**src/rtl/rank_cke_pkg.sv**
```systemverilog
package rank_cke_pkg;

    // Package idle-state codes seen on pkg_state
    typedef enum logic [2:0] {
        PKG_C0  = 3'd0,
        PKG_C1  = 3'd1,
        PKG_C1E = 3'd2,
        PKG_C3  = 3'd3,
        PKG_C6  = 3'd4,
        PKG_C7  = 3'd5
    } pkg_cstate_e;

    // Internal per-rank machine states
    typedef enum logic [2:0] {
        RS_ACTIVE  = 3'd0,
        RS_PD_CLS  = 3'd1,
        RS_PD_OPN  = 3'd2,
        RS_SR_ENT  = 3'd3,
        RS_SR      = 3'd4,
        RS_SR_EXIT = 3'd5
    } rank_state_e;

    // Reported state codes on pwr_state
    localparam logic [1:0] CODE_ACTIVE = 2'd0;
    localparam logic [1:0] CODE_PD_CLS = 2'd1;
    localparam logic [1:0] CODE_PD_OPN = 2'd2;
    localparam logic [1:0] CODE_SR     = 2'd3;

endpackage

```
**src/rtl/rank_sr_gate.sv**
```systemverilog
// Self-refresh permission gate.
// Decides whether the current package idle state and the graphics
// and display activity allow any rank to be put in self-refresh.
// Assumes pkg_state holds the codes defined in rank_cke_pkg; unused
// codes are treated as shallow states.
module rank_sr_gate
    import rank_cke_pkg::*;
(
    input  logic [2:0] pkg_state,
    input  logic       igfx_used,
    input  logic       gfx_idle,
    input  logic       disp_pend,
    output logic       sr_ok
);
    logic deep_pkg;
    logic gfx_quiet;

    // Deep package states are the only ones that admit self-refresh
    always_comb begin
        case (pkg_state)
            PKG_C3, PKG_C6, PKG_C7: deep_pkg = 1'b1;
            default:                deep_pkg = 1'b0;
        endcase
    end

    // Graphics must be quiet when it shares the memory
    always_comb begin
        gfx_quiet = !igfx_used || (gfx_idle && !disp_pend);
        sr_ok     = deep_pkg && gfx_quiet;
    end
endmodule

```
**src/rtl/rank_dwell_cnt.sv**
```systemverilog
// Dwell counter shared by the idle interval and the exit wait.
// Clears on request, otherwise steps up by one when told to.
// Assumes the owner never asks it to step past its maximum value.
module rank_dwell_cnt #(
    parameter int W = 8
) (
    input  logic         clk,
    input  logic         rst_n,
    input  logic         clr,
    input  logic         inc,
    output logic [W-1:0] count
);
    // Hold, clear or advance the dwell count
    always_ff @(posedge clk) begin
        if (!rst_n || clr) count <= '0;
        else if (inc)      count <= count + 1'b1;
    end
endmodule

```
**src/rtl/rank_pwr_fsm.sv**
```systemverilog
// Power-state machine for one rank.
// Walks a rank through active, the two power-down flavours and
// self-refresh, and drives its CKE, ready flag, entry and exit
// pulses and reported state code. Assumes the limits are already
// extended to the counter width and stay stable while in use.
module rank_pwr_fsm
    import rank_cke_pkg::*;
#(
    parameter int CNT_W = 8
) (
    input  logic             clk,
    input  logic             rst_n,
    input  logic [CNT_W-1:0] idle_lim,
    input  logic [CNT_W-1:0] exit_lim,
    input  logic             req,
    input  logic             idle,
    input  logic             bank_open,
    input  logic             sr_ok,
    output logic             cke,
    output logic             ready,
    output logic             sr_enter,
    output logic             sr_exit,
    output logic [1:0]       code
);
    rank_state_e       state, nxt;
    logic              cnt_clr, cnt_inc;
    logic [CNT_W-1:0]  cnt;
    logic              quiet;

    assign quiet = idle && !req;

    rank_dwell_cnt #(.W(CNT_W)) u_cnt (
        .clk   (clk),
        .rst_n (rst_n),
        .clr   (cnt_clr),
        .inc   (cnt_inc),
        .count (cnt)
    );

    // Next-state and counter control
    always_comb begin
        nxt     = state;
        cnt_clr = 1'b0;
        cnt_inc = 1'b0;
        case (state)
            RS_ACTIVE: begin
                if (!quiet) begin
                    cnt_clr = 1'b1;
                end else if (cnt == idle_lim) begin
                    cnt_clr = 1'b1;
                    if (sr_ok && !bank_open) nxt = RS_SR_ENT;
                    else if (bank_open)      nxt = RS_PD_OPN;
                    else                     nxt = RS_PD_CLS;
                end else begin
                    cnt_inc = 1'b1;
                end
            end
            RS_PD_CLS: begin
                if (!quiet || sr_ok) begin
                    nxt     = RS_ACTIVE;
                    cnt_clr = 1'b1;
                end
            end
            RS_PD_OPN: begin
                if (!quiet) begin
                    nxt     = RS_ACTIVE;
                    cnt_clr = 1'b1;
                end
            end
            RS_SR_ENT: begin
                nxt     = RS_SR;
                cnt_clr = 1'b1;
            end
            RS_SR: begin
                if (!quiet || !sr_ok) begin
                    nxt     = RS_SR_EXIT;
                    cnt_clr = 1'b1;
                end
            end
            RS_SR_EXIT: begin
                if (cnt == exit_lim) begin
                    nxt     = RS_ACTIVE;
                    cnt_clr = 1'b1;
                end else begin
                    cnt_inc = 1'b1;
                end
            end
            default: begin
                nxt     = RS_ACTIVE;
                cnt_clr = 1'b1;
            end
        endcase
    end

    // State register
    always_ff @(posedge clk) begin
        if (!rst_n) state <= RS_ACTIVE;
        else        state <= nxt;
    end

    // Outputs decoded from the registered state
    always_comb begin
        cke      = !(state == RS_PD_CLS || state == RS_PD_OPN || state == RS_SR);
        ready    = (state == RS_ACTIVE);
        sr_enter = (state == RS_SR_ENT);
        sr_exit  = (state == RS_SR_EXIT) && (cnt == '0);
        case (state)
            RS_PD_CLS: code = CODE_PD_CLS;
            RS_PD_OPN: code = CODE_PD_OPN;
            RS_SR:     code = CODE_SR;
            default:   code = CODE_ACTIVE;
        endcase
    end
endmodule

```
**src/rtl/rank_cke_ctrl.sv**
```systemverilog
// DRAM rank power-state controller, top level.
// One power-state machine per rank plus a shared self-refresh
// permission gate. Assumes all inputs are synchronous to clk.
module rank_cke_ctrl
    import rank_cke_pkg::*;
#(
    parameter int NUM_RANKS = 4,
    parameter int IDLE_W    = 8,
    parameter int XLAT_W    = 8
) (
    input  logic                   clk,
    input  logic                   rst_n,
    input  logic [IDLE_W-1:0]      idle_limit,
    input  logic [XLAT_W-1:0]      exit_lat,
    input  logic [NUM_RANKS-1:0]   rank_req,
    input  logic [NUM_RANKS-1:0]   rank_idle,
    input  logic [NUM_RANKS-1:0]   bank_open,
    input  logic [2:0]             pkg_state,
    input  logic                   igfx_used,
    input  logic                   gfx_idle,
    input  logic                   disp_pend,
    output logic [NUM_RANKS-1:0]   cke,
    output logic [NUM_RANKS-1:0]   rank_ready,
    output logic [NUM_RANKS-1:0]   sr_enter_req,
    output logic [NUM_RANKS-1:0]   sr_exit_req,
    output logic [2*NUM_RANKS-1:0] pwr_state
);
    localparam int CNT_W = (IDLE_W > XLAT_W) ? IDLE_W : XLAT_W;

    logic             sr_ok;
    logic [CNT_W-1:0] idle_ext;
    logic [CNT_W-1:0] exit_ext;

    // Widen both limits to the shared counter width
    always_comb begin
        idle_ext = CNT_W'(idle_limit);
        exit_ext = CNT_W'(exit_lat);
    end

    rank_sr_gate u_gate (
        .pkg_state (pkg_state),
        .igfx_used (igfx_used),
        .gfx_idle  (gfx_idle),
        .disp_pend (disp_pend),
        .sr_ok     (sr_ok)
    );

    for (genvar r = 0; r < NUM_RANKS; r++) begin : g_rank
        rank_pwr_fsm #(.CNT_W(CNT_W)) u_fsm (
            .clk       (clk),
            .rst_n     (rst_n),
            .idle_lim  (idle_ext),
            .exit_lim  (exit_ext),
            .req       (rank_req[r]),
            .idle      (rank_idle[r]),
            .bank_open (bank_open[r]),
            .sr_ok     (sr_ok),
            .cke       (cke[r]),
            .ready     (rank_ready[r]),
            .sr_enter  (sr_enter_req[r]),
            .sr_exit   (sr_exit_req[r]),
            .code      (pwr_state[2*r +: 2])
        );
    end
endmodule

```
**config.mk**
```make
export PLATFORM = sky130hd
export DESIGN_NAME = rank_cke_ctrl
export DESIGN_NICKNAME = d
export VERILOG_FILES = /design/src/rtl/rank_cke_pkg.sv /design/src/rtl/rank_sr_gate.sv /design/src/rtl/rank_dwell_cnt.sv /design/src/rtl/rank_pwr_fsm.sv /design/src/rtl/rank_cke_ctrl.sv
export SDC_FILE = /design/constraint.sdc
export NUM_CORES = 1
export LEC_CHECK = 0
export BUFFER_PORTS_ARGS = -buffer_cell sky130_fd_sc_hd__clkbuf_2
export CAP_MARGIN = 10
export CORE_MARGIN = 3
export CORE_UTILIZATION = 58
export CTS_CLUSTER_DIAMETER = 150
export DETAILED_ROUTE_END_ITERATION = 8
export GPL_ROUTABILITY_DRIVEN = 0
export MAX_ROUTING_LAYER = met4
export PLACE_DENSITY = 0.85
export SETUP_SLACK_MARGIN = 0.02
export SYNTH_ARGS = -nofsm -noshare
export SYNTH_HDL_FRONTEND = slang
export SYNTH_SLANG_ARGS = --single-unit
```
**constraint.sdc**
```tcl
create_clock -name clk -period 2.2 [get_ports clk]
set_clock_uncertainty 0.15 [all_clocks]
set_input_delay 0.11 -clock clk [delete_from_list [all_inputs] [get_ports clk]]
set_output_delay 0.11 -clock clk [all_outputs]
set_load 0.05 [all_outputs]
```
# Word-level counts from Yosys, hierarchy flattened
# Cells that the tools add are included.
[word_totals]
output_inout_bits = 24
wordCells = 220
in_bits = 36
ff_bits = 44
[op_classes]
eq_ne = 55
n_reduce_logical = 68
n_addsub = 4
n_mux = 85
[op_table]
columns = ["cell", "count"]
rows = [
  ["$mux 3", 28],
  ["$pmux 3 s6", 4],
  ["$eq 8x8->1", 8],
  ["$mux 1", 37],
  ["$add 8x1->8 const B", 4],
  ["$logic_not 8->1", 4],
  ["$eq 3x3->1 const B", 10],
  ["$eq 3x2->1 const B", 9],
  ["$ne 2x1->1 const B", 12],
  ["$ne 2x2->1 const B", 12],
  ["$pmux 2 s3", 4],
  ["$reduce_and 6->1", 4],
  ["$logic_or 1x1->1", 21],
  ["$logic_not 1->1", 20],
  ["$pmux 1 s5", 4],
  ["$logic_and 1x1->1", 14],
  ["$eq 3x1->1 const B", 4],
  ["$logic_not 3->1", 4],
  ["$mux 2", 4],
  ["$pmux 1 s2", 4],
  ["$reduce_or 3->1", 1],
]

# Longest topological paths before layout
[depth]
depth_word = 9
mapped_depth = 8
ltp_nobuf = 6

# Hierarchy
# A second synthesis with hierarchy kept.
[hier_totals]
cells_unflattened = 451
hier_area_um2 = 3619.7
[modules_own_cells]
columns = ["module", "n_inst", "cells_per_inst", "seq_area_each_um2", "area_per_inst_um2"]
rows = [
  ["rank_pwr_fsm (g_rank[1].u_fsm ...)", 3, 75, 60.1, 554.3],
  ["rank_dwell_cnt", 4, 38, 160.2, 345.3],
  ["rank_pwr_fsm (g_rank[0].u_fsm)", 1, 70, 60.1, 543.0],
  ["rank_sr_gate", 1, 4, 0.0, 32.5],
]

# Worst setup path after synthesis
# Ideal clock, no wire load.
[synth_timing]
path_type = "flip-flop to output port"
from = "register g_rank[0].u_fsm.state[1]"
to = "output cke[0]"
t_required_ps = 1940
n_path_buf = 2
slack_ps = 74
stages_incl_launch_ff = 8
t_arrival_ps = 1866
path_cell_list = "dfxtp_1 -> clkbuf_1 -> inv_1 -> nor2_1 -> nor2_1 -> nor2_1 -> nor2_1 -> buf_4"
[synth_via]
elab_chain_len = 4
elab_cells_between_ends = 6
classes_between = "eq/ne (3); reduce/logical (3)"
[synth_lines]
columns = ["element", "line", "text"]
rows = [
  ["from (decl)", "rank_pwr_fsm.sv:25", "rank_state_e state, nxt;"],
  ["from (signal assigned)", "rank_pwr_fsm.sv:98", "else state <= nxt;"],
  ["$eq 3x1->1 or $eq 3x2->1 (tied branches)", "rank_pwr_fsm.sv:103", "cke = !(state == RS_PD_CLS || state == RS_PD_OPN || state == RS_SR);"],
  ["$logic_or 1x1->1", "rank_pwr_fsm.sv:103", ""],
  ["$logic_or 1x1->1 (*)", "rank_pwr_fsm.sv:103", ""],
  ["$logic_not 1->1 (*)", "rank_pwr_fsm.sv:103", ""],
  ["to (decl)", "rank_cke_ctrl.sv:22", "output logic [NUM_RANKS-1:0] cke,"],
]
# Mark *: on every way between the ends. The rest lies on a longest branch, timed or not.

# Worst setup path in the final report
[layout_timing]
from = "register g_rank[3].u_fsm.u_cnt.count[1]"
to = "output sr_exit_req[3]"
[layout_via]
elab_chain_len = 2
[layout_lines]
columns = ["element", "line", "text"]
rows = [
  ["from (decl)", "rank_dwell_cnt.sv:11", "output logic [W-1:0] count"],
  ["from (signal assigned)", "rank_dwell_cnt.sv:16", "else if (inc) count <= count + 1'b1;"],
  ["$logic_not 8->1", "rank_pwr_fsm.sv:106", "sr_exit = (state == RS_SR_EXIT) && (cnt == '0);"],
  ["$logic_and 1x1->1", "rank_pwr_fsm.sv:106", ""],
  ["to (decl)", "rank_cke_ctrl.sv:25", "output logic [NUM_RANKS-1:0] sr_exit_req,"],
]
# No other way between the ends.

==> flow_summary.yaml <==
yosys:
  synth_cells: 506
  synth.area.top_cells: "dfxtp_1 (23%), xnor2_1 (11%), xor2_1 (7.9%)"
  synth.distinct_cells: 49
  yosysTopAreaCell: "dfxtp_1"
  synthDominantCellAreaShare: 0.2324
  syn_area_um2: 3790
  yosys_warnings: 0
  syn-num-nets: 550
  ys.flop_type: "dfxtp_1"
  ys_seq_area_frac: 0.2324
  synth-edff-count: 0
  avgSynthCellArea_um2: 7.490
  ys_ff_latch: 44
  synthArstFlopShare: 0
final_layout:
  final_common_cell: "clkbuf_2"
  nets: 596
  multi_input_area_um2: 2636
  layout_common_cells: "clkbuf_2 (55), nor2_1 (49), xnor2_1 (48), xor2_1 (34), buf_4 (34)"
  synthToLayoutAreaGrowth_pct: 15.05
  finish.instance_area_um2: 4360
  drive_gt1_frac: 0.2391
  insertedDiodeCount: 0
  final_util: 0.7112
  regArea_um2: 902.1
  fillers: 459
global_routing:
  grt_usage: 0.2816
  first_global_vias: 3568
  overflow: 0
  grt_max_degree: 23
  antenna_found_initial: 0
  grt_pass1_wl_um: 16550
sta:
  rsz0062_at_grt: "yes"
  max_slew_margin: 0.6207
  worst_slew_pin_slew_ns: 0.5651
  setup_violations: 0
  final_hold_viol_count: 0
  whs_ns: 0.0001519
  drv_slew: 0
  fin_crit_sh: 0.9776
  fmax_mhz: 464.9
  period_needed_ns: 2.151
  fin_tns_setup_ns: 0
setup_path:
  timing.rr.end: "g_rank[0].u_fsm.u_cnt.count[6]"
  worst-setup-path-type: "reg -> out"
  start_kind: "flop"
  regToRegSetupSlack_ns: 0.11
  reg2regPathDepth: 6
  cp_max_fo: 7
  end_kind: "output port"
  cp.required_ns: 1.94
  timing.rr.start: "g_rank[0].u_fsm.u_cnt.count[7]"
  arrival_ns: 1.89
clocking:
  clock_latency_ns: 0.31
  ctsHtreeMaxLevel: 2
  path_clk_slew_ns: 0.09
  cts_sinks: 44
  tritoncts: "yes"
  cts.path.max_buffers: 2
  cts-root-buf: "clkbuf_8"
  cts_buffers: 5
floorplan:
  dieArea_um2: 7540
  num_io_pins: 60
  start_util: 0.6182
  die_h_um: 86.84
  die_w_um: 86.84
  core.rowCount: 28
  fp.coreArea_um2: 6131
worst_hold_path:
  holdPathStages: 4
  hold_class: "in -> reg"
  hold_path_end: "g_rank[1].u_fsm.state[1]"
  worstHoldStart: "rank_req[1]"
power_and_ir_drop:
  p_clk_frac: 0.303
  combPwrFrac: 0.221
  leakage_nw: 1.645
  vdd_drop_max_v: 0.0003425
  power_mw: 1.694
  p_sw_frac: 0.3169
  p_switching_mw: 0.5367
  internal-power_mw: 1.157
  seqPwrFrac: 0.476
  power.density_nw_per_um2: 388.4
detailed_routing:
  drt_iter0_drc: 322
  dr_total_vias: 3926
  vias_per_cell: 6.262
  wl_per_cell_um: 16.78
  first_pass_iters: 6
  drc_errors: 0
  ant_nets: 0
  finalWirelength_um: 10520
run:
  maxCapViolations: 0
placed_design:
  hpwl_um: 7529
  port-buffer-count: 59
  placed_cell_area_um2: 4135
run_status:
  status: "complete, no violations"
-- kinds of logic after synthesis --
| kind of cell | synth area share |
|---|---|
| adder cells (fa/ha/maj) | 0.02641 |
| XOR/XNOR | 0.1895 |
| buffers and inverters | 0.09607 |
| AND/OR/NAND/NOR | 0.2668 |
| AO/OA/AOI/OAI | 0.1730 |
| multiplexers | 0.01585 |
| flip-flops | 0.2324 |
-- stage by stage --
step | instances | setup slack (ns)
global placement | 618 | 0.1869
finish | 627 | 0.04921
floorplan | 506 | 0.07357
global route | 627 | -0.07739
detailed placement | 618 | 0.09700
CTS | 626 | 0.02066
-- final cells by class --
cell class                      count  area share
Clock buffer                        5     0.01578
Clock inverter                      2    0.002869
Inverter                           18     0.01549
Multi-Input combinational cell    390      0.6046
Sequential cell                    44      0.2069
Tap cell                           75     0.02152
Timing Repair Buffer               93      0.1329
-- worst max path at each step --
stage	startpoint	end	slack, ns	cells past startpoint
after floorplan	g_rank[0].u_fsm.state[1]	cke[0]	0.07	7
after global placement	g_rank[2].u_fsm.u_cnt.count[3]	g_rank[2].u_fsm.u_cnt.count[7]	0.19	6
after detailed placement	g_rank[3].u_fsm.u_cnt.count[2]	g_rank[3].u_fsm.u_cnt.count[5]	0.1	7
after CTS	g_rank[0].u_fsm.u_cnt.count[0]	sr_exit_req[0]	0.02	6
after global routing	g_rank[0].u_fsm.u_cnt.count[0]	sr_exit_req[0]	-0.08	6
final	g_rank[3].u_fsm.u_cnt.count[1]	sr_exit_req[3]	0.05	6
-- cells in the mapped netlist (5+ instances only) --
| library cell | n |
|---|---|
| buf_2 | 16 |
| buf_4 | 17 |
| nand4_1 | 14 |
| or3_1 | 17 |
| nor2b_1 | 10 |
| o21ai_0 | 24 |
| nand2_1 | 16 |
| nor2_1 | 49 |
| mux2i_1 | 6 |
| nand3_1 | 21 |
| clkbuf_1 | 18 |
| a211oi_1 | 8 |
| nor4_1 | 13 |
| dfxtp_1 | 44 |
| inv_1 | 17 |
| ha_1 | 8 |
| a31oi_1 | 5 |
| a2111oi_0 | 5 |
| nor3_1 | 13 |
| o211ai_1 | 6 |
| or4_1 | 7 |
| nand2b_1 | 10 |
| xnor2_1 | 48 |
| xor2_1 | 34 |
| a21oi_1 | 35 |
-- registers in the layout (all words and copies together), names as in the netlist --
name / flops
g_rank.u_fsm.state: 12
g_rank.u_fsm.u_cnt.count: 32
-- layer usage --
layer,global-route usage,part of all wire,vias up
li1,-,-,1862
met1,0.3543,0.40,1810
met2,0.4493,0.48,222
met3,0.05323,0.091,32
met4,0.1006,0.030,0
met5,-,0,-
-- timing repair --
item,4_1_cts,5_1_grt
cloned,0,0
hold buffers,1,0
pin swaps,1,3
resized for setup,6,36
endpoints found under the setup margin,2,28
setup buffers,0,1
hold endpoints to repair,1,0
-- power groups by stage --
| stage | clock, mW | combinational (mW) | sequential, mW |
|---|---|---|---|
| 2_1_floorplan | 0 | 0.237 | 0.825 |
| 4_1_cts | 0.513 | 0.358 | 0.808 |
| 6_report | 0.513 | 0.374 | 0.807 |
| 3_3_place_gp | 0 | 0.346 | 0.827 |
| 5_1_grt | 0.542 | 0.401 | 0.808 |
| 3_5_place_dp | 0 | 0.355 | 0.827 |
-- worst max-delay path, stage by stage (launching register included) --
cell	delay, ns
dfxtp_4	0.38
inv_1	0.09
ha_1	0.15
nor4b_4	0.22
nand3_2	0.16
nor4_4	0.32
clkbuf_8	0.25
No activity file was read; power rests on OpenSTA's default activity.
